[src/rtl/bpred_pkg.sv]
`timescale 1ns/1ps
package bpred_pkg;

  typedef enum logic [1:0] {
    CTR_SNT = 2'b00,
    CTR_WNT = 2'b01,
    CTR_WT  = 2'b10,
    CTR_ST  = 2'b11
  } ctr_e;

  // Saturating step of the hysteresis counter
  function automatic ctr_e ctr_step(input ctr_e cur, input logic taken);
    ctr_e nxt;
    nxt = cur;
    if (taken && cur != CTR_ST)
      nxt = ctr_e'(cur + 2'd1);
    else if (!taken && cur != CTR_SNT)
      nxt = ctr_e'(cur - 2'd1);
    return nxt;
  endfunction

endpackage

[src/rtl/bht_counters.sv]
`timescale 1ns/1ps
module bht_counters
  import bpred_pkg::*;
#(
  parameter int IDX_W = 6
) (
  input  logic             clk,
  input  logic             rst,
  input  logic [IDX_W-1:0] rd_idx,
  output ctr_e             rd_ctr,
  input  logic             wr_en,
  input  logic [IDX_W-1:0] wr_idx,
  input  logic             wr_taken
);
  localparam int DEPTH = 1 << IDX_W;

  ctr_e ctr_q [DEPTH];

  // Counters need a reset value, so they live in flops
  always_ff @(posedge clk) begin
    if (rst) begin
      for (int i = 0; i < DEPTH; i++) ctr_q[i] <= CTR_WNT;
    end else if (wr_en) begin
      ctr_q[wr_idx] <= ctr_step(ctr_q[wr_idx], wr_taken);
    end
  end

  // Registered read, old data on a same-edge write
  always_ff @(posedge clk) begin
    if (rst) rd_ctr <= CTR_WNT;
    else     rd_ctr <= ctr_q[rd_idx];
  end

  p_sat_hi_r3: assert property (@(posedge clk) disable iff (rst)
    (wr_en && wr_taken && ctr_q[wr_idx] == CTR_ST) |=> ctr_q[$past(wr_idx)] == CTR_ST);

  p_sat_lo_r4: assert property (@(posedge clk) disable iff (rst)
    (wr_en && !wr_taken && ctr_q[wr_idx] == CTR_SNT) |=> ctr_q[$past(wr_idx)] == CTR_SNT);

  p_one_step_r5: assert property (@(posedge clk) disable iff (rst)
    (wr_en && ctr_q[wr_idx] == CTR_ST) |=> ctr_q[$past(wr_idx)][1]);

endmodule

[src/rtl/btb_table.sv]
`timescale 1ns/1ps
module btb_table #(
  parameter int IDX_W = 6,
  parameter int TAG_W = 24,
  parameter int PC_W  = 32
) (
  input  logic             clk,
  input  logic             rst,
  input  logic [IDX_W-1:0] rd_idx,
  output logic             rd_valid,
  output logic [TAG_W-1:0] rd_tag,
  output logic [PC_W-1:0]  rd_target,
  input  logic             wr_en,
  input  logic [IDX_W-1:0] wr_idx,
  input  logic [TAG_W-1:0] wr_tag,
  input  logic [PC_W-1:0]  wr_target
);
  localparam int DEPTH = 1 << IDX_W;

  logic             vld_q [DEPTH];
  logic [TAG_W-1:0] tag_mem [DEPTH];
  logic [PC_W-1:0]  tgt_mem [DEPTH];

  always_ff @(posedge clk) begin
    if (rst) begin
      for (int i = 0; i < DEPTH; i++) vld_q[i] <= 1'b0;
    end else if (wr_en) begin
      vld_q[wr_idx] <= 1'b1;
    end
  end

  // No reset on payload: fits a RAM with a registered read port
  always_ff @(posedge clk) begin
    if (wr_en) begin
      tag_mem[wr_idx] <= wr_tag;
      tgt_mem[wr_idx] <= wr_target;
    end
    rd_tag    <= tag_mem[rd_idx];
    rd_target <= tgt_mem[rd_idx];
  end

  always_ff @(posedge clk) begin
    if (rst) rd_valid <= 1'b0;
    else     rd_valid <= vld_q[rd_idx];
  end

  p_fill_valid_r7: assert property (@(posedge clk) disable iff (rst)
    wr_en |=> vld_q[$past(wr_idx)]);

endmodule

[src/rtl/fetch_predictor.sv]
`timescale 1ns/1ps
module fetch_predictor
  import bpred_pkg::*;
#(
  parameter int PC_W  = 32,
  parameter int IDX_W = 6
) (
  input  logic            clk,
  input  logic            rst,
  input  logic [PC_W-1:0] pc_i,
  input  logic            upd_valid_i,
  input  logic [PC_W-1:0] upd_pc_i,
  input  logic            upd_taken_i,
  input  logic [PC_W-1:0] upd_target_i,
  output logic            pred_taken_o,
  output logic            btb_hit_o,
  output logic [PC_W-1:0] next_pc_o
);
  localparam int TAG_W = PC_W - IDX_W - 2;

  logic [IDX_W-1:0] rd_idx, wr_idx;
  logic [TAG_W-1:0] wr_tag, rd_tag;
  logic [PC_W-1:0]  pc_q, rd_target;
  logic             rd_valid;
  ctr_e             rd_ctr;
  logic             unused_lo;

  assign rd_idx    = pc_i[IDX_W+1:2];
  assign wr_idx    = upd_pc_i[IDX_W+1:2];
  assign wr_tag    = upd_pc_i[PC_W-1:IDX_W+2];
  assign unused_lo = ^upd_pc_i[1:0];

  always_ff @(posedge clk) begin
    if (rst) pc_q <= '0;
    else     pc_q <= pc_i;
  end

  bht_counters #(.IDX_W(IDX_W)) u_ctr (
    .clk      (clk),
    .rst      (rst),
    .rd_idx   (rd_idx),
    .rd_ctr   (rd_ctr),
    .wr_en    (upd_valid_i),
    .wr_idx   (wr_idx),
    .wr_taken (upd_taken_i)
  );

  btb_table #(.IDX_W(IDX_W), .TAG_W(TAG_W), .PC_W(PC_W)) u_btb (
    .clk       (clk),
    .rst       (rst),
    .rd_idx    (rd_idx),
    .rd_valid  (rd_valid),
    .rd_tag    (rd_tag),
    .rd_target (rd_target),
    .wr_en     (upd_valid_i && upd_taken_i),
    .wr_idx    (wr_idx),
    .wr_tag    (wr_tag),
    .wr_target (upd_target_i)
  );

  always_comb begin
    pred_taken_o = rd_ctr[1];
    btb_hit_o    = rd_valid && (rd_tag == pc_q[PC_W-1:IDX_W+2]);
    next_pc_o    = (pred_taken_o && btb_hit_o) ? rd_target : pc_q + PC_W'(4);
  end

  p_fallthru_r6: assert property (@(posedge clk) disable iff (rst)
    (!$past(rst) && !(pred_taken_o && btb_hit_o)) |-> next_pc_o == $past(pc_i) + PC_W'(4));

  p_reset_quiet_r1: assert property (@(posedge clk)
    $past(rst) |-> (!btb_hit_o && !pred_taken_o));

endmodule

[config.mk]
export PLATFORM = sky130hd
export DESIGN_NAME = fetch_predictor
export DESIGN_NICKNAME = d
export VERILOG_FILES = /design/src/rtl/bpred_pkg.sv /design/src/rtl/bht_counters.sv /design/src/rtl/btb_table.sv /design/src/rtl/fetch_predictor.sv
export SDC_FILE = /design/constraint.sdc
export NUM_CORES = 2
export LEC_CHECK = 0
export CORE_ASPECT_RATIO = 1.5
export CORE_MARGIN = 8
export CORE_UTILIZATION = 25
export DETAILED_ROUTE_END_ITERATION = 8
export DONT_BUFFER_PORTS = 1
export PLACE_DENSITY_LB_ADDON = 0.12
export SETUP_SLACK_MARGIN = 0.05
export SLEW_MARGIN = 30
export SYNTH_ARGS = -nofsm -noshare
export SYNTH_HDL_FRONTEND = slang
export SYNTH_SLANG_ARGS = --single-unit
[constraint.sdc]
create_clock -name clk -period 9.4 [get_ports clk]
set_input_delay 1.88 -clock clk [delete_from_list [all_inputs] [get_ports clk]]
set_output_delay 1.88 -clock clk [all_outputs]
set_load 0.005 [all_outputs]
**Yosys cells after proc, flatten, opt, wreduce, memory -nomap -nowiden**

Memory sizes are Yosys's and may differ from the RTL's. A register that Yosys moved wholly into a read port is not among the register bits.
Cells that the tools add are included.

- Add/sub/neg operators: 3
- Equality and inequality tests: 2
- Muxes and demuxes: 20
- Reduce and logical (&&, ||, !) cells: 9

Operators with widths:

| operator | count |
|---|---|
| adder 32 x 3 -> 32 bit, second input constant | 1 |
| 2-to-1 mux 32 bit | 1 |
| == test 24 bit | 1 |
| 2-to-1 mux 1 bit | 12 |
| 2-to-1 mux 6 bit | 2 |
| 2-to-1 mux 2 bit | 5 |
| logical AND 1 bit | 5 |
| adder 2 x 1 -> 2 bit, second input constant | 1 |
| inequality test 2 bit, second input constant | 1 |
| nonzero test 2 bit | 1 |
| OR reduction 2 bit | 1 |
| subtractor 2 x 1 -> 2 bit, second input constant | 1 |
| zero test 1 bit | 1 |
| OR reduction 1 bit | 1 |

- Flip-flop bits (word level): 32
- RAM bits: 3776
- Input bits: 100
- Output and inout port bits: 34
- Logic and storage cells: 39
- Memories kept: 4

Memory list:

| memory | words | width | rd ports | clocked after Yosys merged registers in | wr ports | line | RTL |
|---|---|---|---|---|---|---|---|
| u_btb.tgt_mem | 64 | 32 | 1 | 1 | 1 | btb_table.sv:22 | `logic [PC_W-1:0] tgt_mem [DEPTH];` |
| u_btb.tag_mem | 64 | 24 | 1 | 1 | 1 | btb_table.sv:21 | `logic [TAG_W-1:0] tag_mem [DEPTH];` |
| u_ctr.ctr_q | 64 | 2 | 2 | 1 | 64 | bht_counters.sv:17 | `ctr_e ctr_q [DEPTH];` |
| u_btb.vld_q | 64 | 1 | 1 | 1 | 64 | btb_table.sv:20 | `logic vld_q [DEPTH];` |

**Depth between registers and ports, before layout**

An unclocked memory read counts as a cell.

- Depth in word-level cells: 8
- Mapped depth: 15
- Gate-level depth less buffers: 11

**Cells and area by module**

Synthesis repeated with hierarchy kept, for this count alone.

- Cell total of the unflattened synthesis: 6745
- Area, all modules: 149488.4 um2

By module, submodules not included:

| module | instances | cells an instance | area each (um2) | sequential area each (um2) |
|---|---|---|---|---|
| btb_table | 1 | 5832 | 139271.1 | 110045.5 |
| bht_counters | 1 | 658 | 7831.3 | 3883.7 |
| fetch_predictor | 1 | 255 | 2386.0 | 640.6 |

**Least setup slack after synthesis**

Ideal clock, no wire load.

- Path type: input -> register
- Start: input port upd_pc_i[5]
- End: memory u_btb.tag_mem[11][0], enable pin
- Setup time: 472 ps
- Arrival time: 5246 ps
- Required time: 8928 ps
- Setup slack: 3682 ps
- Stages on the path: 5
- Path buffers: 2
- Cell sequence: clkbuf_1 -> nor3b_1 -> clkbuf_1 -> nand2_1 -> nor2_1

RTL lines:

| what | line | RTL |
|---|---|---|
| start, declared | fetch_predictor.sv:12 | `input logic [PC_W-1:0] upd_pc_i,` |
| end, declared | btb_table.sv:21 |  |

No word-level cell before the write port.

**Worst setup path after layout**

- Start: register pc_q[9]
- End: output port next_pc_o[6]

- Longest elaborated chain between the ends: 4

Ends and longest elaborated chain:

| what | line | RTL |
|---|---|---|
| start, declared | fetch_predictor.sv:23 | `logic [PC_W-1:0] pc_q, rd_target;` |
| start signal, assigned | fetch_predictor.sv:35 | `else pc_q <= pc_i;` |
| == test 24 bit | fetch_predictor.sv:63 | `btb_hit_o = rd_valid && (rd_tag == pc_q[PC_W-1:IDX_W+2]);` |
| logical AND 1 bit | fetch_predictor.sv:63 |  |
| logical AND 1 bit | fetch_predictor.sv:64 | `next_pc_o = (pred_taken_o && btb_hit_o) ? rd_target : pc_q + PC_W'(4);` |
| 2-to-1 mux 32 bit | fetch_predictor.sv:64 |  |
| end, declared | fetch_predictor.sv:17 | `output logic [PC_W-1:0] next_pc_o` |

Every way passes these cells.

==> flow_results.xml <==
<?xml version="1.0" encoding="UTF-8"?>
<metrics>
  <group name="clock_tree">
    <metric name="holdBufCountCts" unit="">0</metric>
    <metric name="clock_tree.root_cell" unit="">sky130_fd_sc_hd__clkbuf_16</metric>
    <metric name="cts.sinks" unit="">3866</metric>
    <metric name="worst_setup_hold_path_clk_slew" unit="ns">0.08</metric>
    <metric name="cts-resized-gates" unit="">0</metric>
    <metric name="cts_setup_buffers" unit="">0</metric>
    <metric name="numCtsBuffers" unit="">399</metric>
    <metric name="clock_tree_from_tritoncts" unit="">built</metric>
    <metric name="htree_levels" unit="">5</metric>
    <metric name="clk-insertion-delay-late" unit="ns">1.05</metric>
    <metric name="cts.path.max_buffers" unit="">4</metric>
  </group>
  <group name="final_layout">
    <metric name="post_route_cells_drive_above_1_share" unit="%">29.3</metric>
    <metric name="layout.cells.most_common" unit="">sky130_fd_sc_hd__edfxtp_1</metric>
    <metric name="nNetsFinal" unit="">6844</metric>
    <metric name="multiInputGateArea" unit="µm²">32900</metric>
    <metric name="sequential_cell_area" unit="µm²">115000</metric>
    <metric name="layout.filler_cells" unit="">57200</metric>
    <metric name="synthToLayoutAreaGrowth" unit="%">16.5</metric>
    <metric name="layout.cells.most_common_list" unit="">3712 x sky130_fd_sc_hd__edfxtp_1, 1145 x sky130_fd_sc_hd__mux4_2, 408 x sky130_fd_sc_hd__clkbuf_16, 192 x sky130_fd_sc_hd__nor2_1, 166 x sky130_fd_sc_hd__buf_4</metric>
  </group>
  <group name="place">
    <metric name="rd_place_congestion" unit="">0.757</metric>
    <metric name="io_buffers" unit="">0</metric>
    <metric name="post-dp-hpwl" unit="mm">285</metric>
  </group>
  <group name="power_and_ir_drop">
    <metric name="p_sw_share" unit="%">21.6</metric>
    <metric name="seq_power_share" unit="%">52.5</metric>
    <metric name="p_int" unit="µW">28600</metric>
    <metric name="power_switching" unit="µW">7870</metric>
    <metric name="vdd_drop_max" unit="mV">0.176</metric>
    <metric name="p_total" unit="µW">36400</metric>
    <metric name="cellLeakagePower" unit="µW">0.0520</metric>
    <metric name="cell_pwr_density" unit="nW/µm²">211</metric>
    <metric name="power.clock.fraction" unit="%">43.5</metric>
    <metric name="comb_power_share" unit="%">4.1</metric>
  </group>
  <group name="timing">
    <metric name="timing.max_slew.rel_slack" unit="%">26.5</metric>
    <metric name="worst-slew-pin-transition" unit="ns">1.10</metric>
    <metric name="finalSetupTns" unit="ns">0</metric>
    <metric name="report.final.setup_viol" unit="">0</metric>
    <metric name="final_hold_viol_count" unit="">0</metric>
    <metric name="period_minus_slack" unit="ns">6.31</metric>
    <metric name="clock-skew-final" unit="ns">0.0502</metric>
    <metric name="timing_max_transition_violations_final" unit="">0</metric>
    <metric name="rsz0062_at_grt" unit="">false</metric>
    <metric name="max_clock_freq" unit="MHz">159</metric>
    <metric name="layout_worst_path_cycle_share" unit="%">67.1</metric>
  </group>
  <group name="job">
    <metric name="max-cap-violations" unit="">0</metric>
  </group>
  <group name="critical_path">
    <metric name="cp_max_fo" unit="">29</metric>
    <metric name="timing.setup.critical_path_class" unit="">flop to output port</metric>
    <metric name="sort_of_element_at_the_start_of_the_critical_path" unit="">flop</metric>
    <metric name="worstPathRequired" unit="ns">7.52</metric>
    <metric name="critPathCaptureType" unit="">output port</metric>
    <metric name="cp_data_arrival_time" unit="ns">4.43</metric>
  </group>
  <group name="logic_synthesis">
    <metric name="synth_cell_type_count" unit="">61</metric>
    <metric name="synth-edff-count" unit="">3712</metric>
    <metric name="postSynthCellCount" unit="">6482</metric>
    <metric name="synth.yosys.seq_area_share" unit="%">77.1</metric>
    <metric name="syn_avg_cell_area" unit="µm²">22.9</metric>
    <metric name="synthArstFlopShare" unit="%">0</metric>
    <metric name="synth.ff_latch_count" unit="">3866</metric>
    <metric name="post_synth_instance_area" unit="µm²">148000</metric>
    <metric name="mappedNetlistNets" unit="">6585</metric>
    <metric name="dominantRegCellSynth" unit="">sky130_fd_sc_hd__edfxtp_1</metric>
    <metric name="yosysWarnings" unit="">0</metric>
  </group>
  <group name="detailed_routing">
    <metric name="first_pass_iters" unit="">8</metric>
    <metric name="postRouteWirelength" unit="mm">509</metric>
    <metric name="viasPerCell" unit="">4.68</metric>
    <metric name="final_antenna_net_count" unit="">0</metric>
    <metric name="vias" unit="">69800</metric>
    <metric name="route.detailed.drc" unit="">0</metric>
    <metric name="detailedRoute.firstIterationViolations" unit="">5934</metric>
    <metric name="avgRoutedWirePerCell" unit="µm">34.1</metric>
  </group>
  <group name="grt">
    <metric name="globalRouteMet1Util" unit="%">19.0</metric>
    <metric name="globalRouteMet3Util" unit="%">2.89</metric>
    <metric name="grt_first_pass_wirelength" unit="mm">682</metric>
    <metric name="global_route.peak_usage_layer" unit="">met2</metric>
    <metric name="antenna_found_initial" unit="">24</metric>
    <metric name="track_usage" unit="%">16.0</metric>
    <metric name="grt-ovfl-total" unit="">0</metric>
    <metric name="vias_in_the_first_global_route" unit="">75200</metric>
    <metric name="grt_max_degree" unit="">200</metric>
    <metric name="grt.met2_usage" unit="%">30.0</metric>
  </group>
  <group name="die">
    <metric name="floorplan.io_pins" unit="">134</metric>
    <metric name="floorplan.die_area" unit="µm²">619000</metric>
    <metric name="chipHeight" unit="µm">960</metric>
    <metric name="design.core.area" unit="µm²">592000</metric>
    <metric name="fp-row-count" unit="">346</metric>
    <metric name="floorplan.initialDensity" unit="%">25.1</metric>
    <metric name="dieWidth" unit="µm">645</metric>
  </group>
  <group name="min_path">
    <metric name="holdCritPathClass" unit="">flop to flop</metric>
  </group>
  <group name="run_status">
    <metric name="run_status" unit="">complete, no violations</metric>
  </group>
</metrics>
[power groups by stage]
stage               clock (µW)  combinational [µW]  sequential [µW]
finish                   15800                1480            19100
CTS                      16300                1530            19100
detailed placement           0                1530            19500
global placement             0                1520            19500
floorplan                    0                1050            19400
global route             16900                1570            19100
[sequential cells by signal, summed over array words and instances (netlist names)]
register and flops:
u_ctr.rd_ctr 1, u_btb.tag_mem 1536, pc_q 32, u_ctr.ctr_q 128, u_btb.tgt_mem 2048, u_btb.rd_tag 24, u_btb.vld_q 64, u_btb.rd_target 32
u_btb.rd_valid 1
[synth_stat cells (all sizes together) (18+ instances only)]
library cell / count / area share [%]
edfxtp: 3712 / 75
mux4: 1145 / 17
nor2: 263 / 0.66
clkbuf: 213 / 0.54
buf: 166 / 0.55
dfxtp: 154 / 2.1
nand2: 78 / 0.20
nor2b: 72 / 0.30
a21oi: 68 / 0.23
mux2i: 66 / 0.44
a211oi: 64 / 0.32
nand3: 62 / 0.23
o21ai: 47 / 0.16
nor3: 46 / 0.16
o22ai: 41 / 0.17
xnor2: 27 / 0.16
xor2: 26 / 0.17
o21bai: 23 / 0.12
mux2: 22 / 0.17
nand4: 18 / 0.076
[final cells by class]
type	count	share of cell area, %
antenna	17	0.0246
sequential	3866	66.2
clock buffer	542	6.32
multi-input combinational	2229	19.0
timing repair buffer	237	1.73
tap	7830	5.66
inverter	8	0.0195
clock inverter	193	1.06
[routing by layer]
| metal | share of wire (%) | up-vias |
|---|---|---|
| met5 | 0.0041 | - |
| met4 | 2.1 | 4 |
| met3 | 4.9 | 549 |
| met2 | 54 | 1653 |
| met1 | 39 | 39500 |
| li1 | - | 28100 |
[path summary, 6_finish.rpt]
check | startpoint | endpoint | slack [ns] | cells past startpoint
setup / recovery | pc_q[9] | next_pc_o[6] | 3.09 | 7
hold / removal | u_btb.vld_q[52] | u_btb.vld_q[52] | 0.47 | 2
setup reg to reg | u_ctr.ctr_q[8][0] | u_ctr.ctr_q[20][0] | 5.27 | 11
hold reg to reg | u_btb.vld_q[52] | u_btb.vld_q[52] | 0.47 | 2
[worst max-delay path, cell delays in order (launching register included)]
cell                      delay, ns
sky130_fd_sc_hd__dfxtp_1       1.03
sky130_fd_sc_hd__xnor2_1       0.24
sky130_fd_sc_hd__nand2_1       0.09
sky130_fd_sc_hd__nor4b_1       0.24
sky130_fd_sc_hd__nand4_1       0.16
sky130_fd_sc_hd__buf_4         0.35
sky130_fd_sc_hd__nor2_1        0.81
sky130_fd_sc_hd__a21oi_1       0.36
[per-stage QoR]
step                      utilization (%)  cell area (µm²)  hold slack [ns]  instances  setup WS [ns]
final                                29.2           173000            0.469      14900           3.09
after CTS                            29.2           173000            0.472      14900           3.18
after global placement               26.9           159000            0.451      14100           2.72
after global routing                 29.2           173000            0.483      14900           3.06
after floorplan                         -           148000            0.435       6482           3.68
after detailed placement             27.1           160000            0.457      14200           3.02
[logic make-up (layout without fill, tap and decap cells)]
group | after synthesis | in the layout | share of synthesized area [%]
buffers and inverters | 387 | 980 | 1.11
xor gates and xnor gates | 53 | 53 | 0.325
DFF | 3866 | 3866 | 77.1
muxes | 1233 | 1233 | 18.0
AOI/OAI and AO/OA | 316 | 316 | 1.40
and+or+nand+nor | 624 | 624 | 2.02
other | 0 | 17 | 0
adders and majority gates | 3 | 3 | 0.0253
Power figures use the tool's default switching activity.
